[config.mk]
export PLATFORM = sky130hd
export DESIGN_NAME = stat_flag_reg
export DESIGN_NICKNAME = d
export VERILOG_FILES = /design/src/rtl/stat_pkg.sv /design/src/rtl/stat_flag_cell.sv /design/src/rtl/stat_irq_gate.sv /design/src/rtl/stat_flag_reg.sv
export SDC_FILE = /design/constraint.sdc
export NUM_CORES = 1
export LEC_CHECK = 0
export CORE_AREA = 10 10 47 49
export DETAILED_ROUTE_END_ITERATION = 8
export DIE_AREA = 0 0 57 59
export PLACE_DENSITY_LB_ADDON = 0.1
export SLEW_MARGIN = 20
export SYNTH_ARGS = -nofsm -noshare
export SYNTH_HDL_FRONTEND = slang
export SYNTH_HIERARCHICAL = 1
export SYNTH_SLANG_ARGS = --single-unit
export TNS_END_PERCENT = 1
[constraint.sdc]
create_clock -name clk_i -period 1.5 [get_ports clk_i]
set_input_delay 0.15 -clock clk_i [delete_from_list [all_inputs] [get_ports clk_i]]
set_output_delay 0.15 -clock clk_i [all_outputs]
set_load 0.05 [all_outputs]
[src/rtl/stat_pkg.sv]
package stat_pkg;
  localparam int unsigned ADDR_W    = 8;
  localparam int unsigned DATA_W    = 8;
  localparam logic [ADDR_W-1:0] STAT_ADDR = 8'h08;
  localparam int unsigned OSF_BIT   = 7;
  localparam int unsigned ALF_BIT   = 0;
endpackage

[src/rtl/stat_flag_cell.sv]
module stat_flag_cell #(
  parameter logic RST_VAL = 1'b0
) (
  input  logic clk_i,
  input  logic rst_ni,
  input  logic set_i,
  input  logic clr_i,
  input  logic hold_wr_i,
  output logic flag_o
);
  logic flag_q;

  always_ff @(posedge clk_i or negedge rst_ni) begin
    if (!rst_ni)     flag_q <= RST_VAL;
    else if (set_i)  flag_q <= 1'b1;   // set beats clear
    else if (clr_i)  flag_q <= 1'b0;
  end

  assign flag_o = flag_q;

  a_r2_r3_set: assert property (@(posedge clk_i) disable iff (!rst_ni)
    set_i |=> flag_o);
  a_r4_clear: assert property (@(posedge clk_i) disable iff (!rst_ni)
    (clr_i && !set_i) |=> !flag_o);
  a_r5_one_holds: assert property (@(posedge clk_i) disable iff (!rst_ni)
    (hold_wr_i && !set_i && !clr_i) |=> $stable(flag_o));
endmodule

[src/rtl/stat_irq_gate.sv]
module stat_irq_gate (
  input  logic flag_i,
  input  logic ie_i,
  input  logic sel_i,
  output logic irq_no
);
  assign irq_no = ~(flag_i & ie_i & sel_i);
endmodule

[src/rtl/stat_flag_reg.sv]
module stat_flag_reg
  import stat_pkg::*;
(
  input  logic              clk_i,
  input  logic              rst_ni,
  input  logic              osc_stop_i,
  input  logic              alarm_zero_i,
  input  logic              alarm_ie_i,
  input  logic              int_sel_i,
  input  logic [ADDR_W-1:0] addr_i,
  input  logic              wr_en_i,
  input  logic [DATA_W-1:0] wr_data_i,
  output logic [DATA_W-1:0] rd_data_o,
  output logic [DATA_W-1:0] status_o,
  output logic              irq_no
);
  logic hit, stat_wr, osf, alf;

  assign hit     = (addr_i == STAT_ADDR);
  assign stat_wr = wr_en_i & hit;

  stat_flag_cell #(.RST_VAL(1'b1)) u_osf (
    .clk_i, .rst_ni,
    .set_i    (osc_stop_i),
    .clr_i    (stat_wr & ~wr_data_i[OSF_BIT]),
    .hold_wr_i(wr_en_i & (~hit | wr_data_i[OSF_BIT])),
    .flag_o   (osf)
  );

  stat_flag_cell #(.RST_VAL(1'b0)) u_alf (
    .clk_i, .rst_ni,
    .set_i    (alarm_zero_i),
    .clr_i    (stat_wr & ~wr_data_i[ALF_BIT]),
    .hold_wr_i(wr_en_i & (~hit | wr_data_i[ALF_BIT])),
    .flag_o   (alf)
  );

  always_comb begin
    status_o          = '0;
    status_o[OSF_BIT] = osf;
    status_o[ALF_BIT] = alf;
  end

  assign rd_data_o = hit ? status_o : '0;

  stat_irq_gate u_irq (
    .flag_i(alf), .ie_i(alarm_ie_i), .sel_i(int_sel_i), .irq_no(irq_no)
  );

  a_r6_reserved_zero: assert property (@(posedge clk_i) disable iff (!rst_ni)
    rd_data_o[OSF_BIT-1:ALF_BIT+1] == '0);
  a_r8_irq_active: assert property (@(posedge clk_i) disable iff (!rst_ni)
    (status_o[ALF_BIT] && alarm_ie_i && int_sel_i) |-> !irq_no);
  a_r8_irq_gated: assert property (@(posedge clk_i) disable iff (!rst_ni)
    (!alarm_ie_i || !int_sel_i || !status_o[ALF_BIT]) |-> irq_no);
  a_r9_other_addr: assert property (@(posedge clk_i) disable iff (!rst_ni)
    (wr_en_i && !hit && !osc_stop_i && !alarm_zero_i) |=> $stable(status_o));
endmodule

==> Word-level counts from Yosys, hierarchy flattened <==
Index checks and enable logic that the tools add are counted.
{ "word_totals": {"register_bits": 2, "latchBits": 0, "mem_bits_rw": 0, "rom_bits": 0, "in_bits": 23, "out_inout_bits": 17, "wordCells": 18, "mem_count": 0} }
{ "classes": {"add_sub_neg": 0, "mul": 0, "div": 0, "order_cmp": 0, "n_eq_ne": 1, "shifts": 0, "muxes": 5, "bitwise_logic": 8, "n_reduce_logical": 2} }
{ "op_table": {"columns": ["operator", "n"], "rows": [
  ["8-bit by 4-bit equality test with 1-bit output (second input constant)", 1],
  ["8-bit 2-to-1 mux", 1],
  ["1-bit AND", 5],
  ["1-bit 2-to-1 mux", 4],
  ["2-bit nonzero test", 2],
  ["1-bit inverter", 3]
]} }

==> Depth between registers and ports, before layout <==
{ "depth": {"depth_word": 5, "mapped_depth": 5, "ltp_nobuf": 4} }

==> By module <==
Netlist, hierarchy kept.
{ "modules_own_cells": {"columns": ["mod", "n_inst", "cells_each", "area_each_um2", "seq_area_each_um2"], "rows": [
  ["stat_flag_reg", 1, 28, 186.4, 0.0],
  ["stat_flag_cell (u_osf)", 1, 3, 37.5, 26.3],
  ["stat_flag_cell (u_alf)", 1, 3, 36.3, 25.0],
  ["stat_irq_gate", 1, 1, 5.0, 0.0]
]} }

==> Worst setup path before layout <==
Ideal clock, no wire load.
{ "synth_path": {"path_kind": "input port to output port", "startpoint": "input port addr_i[7]", "endpoint": "output port rd_data_o[0]", "t_arrival_ns": 1.889, "t_required_ns": 1.350, "slack_ns": -0.539, "path_stages": 3, "path_buffers": 1, "cell_sequence": "or4b_1 > buf_2 > nor3_1"} }
{ "synth_between": {"elab_chain_cells": 2} }
{ "synth_lines": {"columns": ["item", "line", "rtl"], "rows": [
  ["start: declaration", "stat_flag_reg.sv:10", "input logic [ADDR_W-1:0] addr_i,"],
  ["8-bit by 4-bit equality test with 1-bit output", "stat_flag_reg.sv:19", "assign hit = (addr_i == STAT_ADDR);"],
  ["8-bit 2-to-1 mux", "stat_flag_reg.sv:44", "assign rd_data_o = hit ? status_o : '0;"],
  ["end: declaration", "stat_flag_reg.sv:13", "output logic [DATA_W-1:0] rd_data_o,"]
]} }
No other way between the ends.

==> Worst setup path in the final report <==
{ "layout_path": {"startpoint": "input port addr_i[6]", "endpoint": "output port rd_data_o[7]"} }
Same word-level chain as after synthesis.

==> impl_metrics.tcl <==
set metrics [dict create \
    final_core_utilization_pct 36.0 \
    ys_warn_count 6 \
    proportion_of_layout_cells_with_a_drive_suffix_above_1_pct 27.8 \
    min_period_over_period_pct 99.2 \
    place_hpwl_um 792 \
    end_kind "primary output" \
    syn_inst 33 \
    count_of_inserted_antenna_diode_cells 0 \
    drc_violation_count_after_routing 0 \
    core_area_um2 1400 \
    syn_area_um2 248 \
    routed-via-count 245 \
    hold_viol 0 \
    area.growth.synth_to_final_pct 104 \
    cts.sinks 2 \
    wl_cell_um 13.1 \
    combinationalPowerShare_pct 40.0 \
    drt-total-wl_um 920 \
    ctsLongestPathBuffers 2 \
    grt_usage_pct 5.35 \
    clk_transition_reported_paths_ns 0.04 \
    worst_path_max_delay_cell "sky130_fd_sc_hd__or4b_4" \
    power.sequential.fraction_pct 17.4 \
    power.switching_uw 120 \
    clock_group_share_of_total_power_pct 42.6 \
    pin_count_of_the_biggest_net_entering_global_routing 5 \
    worst-setup-path-type "input port to primary output" \
    cts_htree_levels 1 \
    drtPass1Iterations 2 \
    placed_cell_area_um2 453 \
    timing.final.setup_violations 0 \
    drt-initial-drc-count 1 \
    dp.cells 65 \
    worstReg2RegEnd "u_osf/flag_o" \
    grt_setup_unrepaired "yes" \
    reg2reg_from "u_osf/flag_o" \
    critPathBufInv 2 \
    worstPathArrival_ns 1.34 \
    clockRootBuffer "sky130_fd_sc_hd__clkbuf_4" \
    critical_path.startpoint_type "input port" \
    final-instance-count-excl-fill 70 \
    grt_antenna_before_repair 0 \
    worst_r2r_path_depth 1 \
    power.leakage_uw 0.000231 \
    critPathCapture "rd_data_o[7]" \
    kind_of_cell_with_the_highest_combined_delay_on_the_critical_path "simple AND/OR/NAND/NOR gates" \
    synth_area_per_cell_um2 7.51 \
    die-width_um 57 \
    number_of_antenna_violating_nets_in_the_routed_design 0 \
    cap_viol_max_count 0 \
    holdCritPathClass "input port to asynchronous set/reset pin" \
    skew_ns 0 \
    final_critical_period_ns 1.49 \
    port_buffers 21 \
    critical_path_cell_count 4 \
    final_area_um2 504 \
    dp_slack_ns -0.266 \
    hold-worst-slack_ns 0.0853 \
    timing.final.ws_setup_ns 0.0113 \
    critical_path_peak_fanout 3 \
    std_cell_rows 14 \
    layout.nets 78 \
    cellPowerDensity_nw_per_um2 621 \
    clkLatencyLatePin_ns 0.23 \
    floorplan.die_area_um2 3360 \
    number_of_global_route_vias_before_repair 286 \
    timing.fmax_ghz 0.672 \
    worstSetupStartpoint "addr_i[6]" \
    timing.critical_path.required_ns 1.35 \
    floorplan.initialDensity_pct 17.7 \
    critical_path.cell_chain "dlygate4sd2_1, or4b_4, nor3_4, buf_12" \
    cts_made_buffers 3 \
    run_status "completed" \
    ir_worst_vdd_mv 0.294 \
    io_pins 40 \
    tritoncts "built" \
    grt.overflow.total 0 \
    cpPeakStageDelay_ns 0.56 \
    final_max_slew_viol_count 0 \
    cellInternalPower_uw 193 \
    drt-vias-per-instance 3.50 \
    die_height_um 59 \
    power.share.switching_pct 38.4 \
    routabilityCongestion 0.673 \
    quantity_of_hold_fixing_buffers_added_after_cts 0 \
    first_pass_grt_wire_length_mm 1.34 \
    worst-r2r-setup-slack_ns 0.76 \
]
## metrics by stage
stage	TNS [ns]	power (µW)
6_report	0	313
5_1_grt	-0.00687	335
4_1_cts	0	320
3_5_place_dp	-1.00	181
3_3_place_gp	-0.989	179
2_1_floorplan	-0.213	156
## layout make-up
cell class	count	area [µm²]
Multi-Input combinational cell	21	141
Inverter	5	18.8
Sequential cell	2	51.3
Timing Repair Buffer	22	246
Clock buffer	4	26.3
Fill cell	169	897
Tap cell	16	20.0
## how the worst min path moves through the flow
stage	start	endpoint	slack, ns	cells past startpoint
3_3_place_gp	rst_ni	u_alf/flag_o	0.32	1
5_1_grt	rst_ni	u_alf/flag_o	0.08	1
4_1_cts	rst_ni	u_alf/flag_o	0.07	1
2_1_floorplan	rst_ni	u_alf/flag_o	-0.15	0
3_5_place_dp	rst_ni	u_alf/flag_o	0.32	1
6_report	rst_ni	u_alf/flag_o	0.09	1
## timing repair
| item | in CTS | in global routing |
|---|---|---|
| buffers inserted | 1 | 0 |
| hold endpoints to repair | 0 | 0 |
| pin swaps | 3 | 0 |
| endpoints found under the setup margin | 4 | 3 |
| resized for setup | 13 | 1 |
## power groups by stage
stage               registers, µW  clock network (µW)  logic, µW
floorplan                    55.1                   0        101
global placement             55.1                   0        124
detailed placement           55.1                   0        125
CTS                          54.6                 143        123
global route                 54.5                 150        130
finish                       54.6                 133        125
## flip-flops by register name (all words and copies together) (netlist names)
| name | count |
|---|---|
| u_alf/flag_o | 1 |
| u_osf/flag_o | 1 |
## cell usage in the layout (no fill, tap or decap)
cell type / n
sky130_fd_sc_hd__nand3_1: 1
sky130_fd_sc_hd__or4_4: 1
sky130_fd_sc_hd__nor3_4: 2
sky130_fd_sc_hd__buf_12: 4
sky130_fd_sc_hd__clkbuf_4: 3
sky130_fd_sc_hd__clkdlybuf4s15_1: 1
sky130_fd_sc_hd__or4b_4: 1
sky130_fd_sc_hd__conb_1: 12
sky130_fd_sc_hd__nor4_2: 1
sky130_fd_sc_hd__inv_1: 5
sky130_fd_sc_hd__dfrtp_1: 1
sky130_fd_sc_hd__dfstp_2: 1
sky130_fd_sc_hd__buf_4: 2
sky130_fd_sc_hd__a21o_1: 2
sky130_fd_sc_hd__dlygate4sd2_1: 7
sky130_fd_sc_hd__nor4_1: 1
sky130_fd_sc_hd__clkbuf_1: 1
sky130_fd_sc_hd__clkdlybuf4s50_1: 8
## layer usage
metal  GRT usage [%]  part of all wire (%)  vias to the layer above
li1                -                     -                      120
met1            4.70                    33                      106
met2            8.22                    53                       19
met3            4.08                    14                        0
met4            4.03                     0                        0
met5               0                     0                        -
No activity file was read; power rests on OpenSTA's default activity.
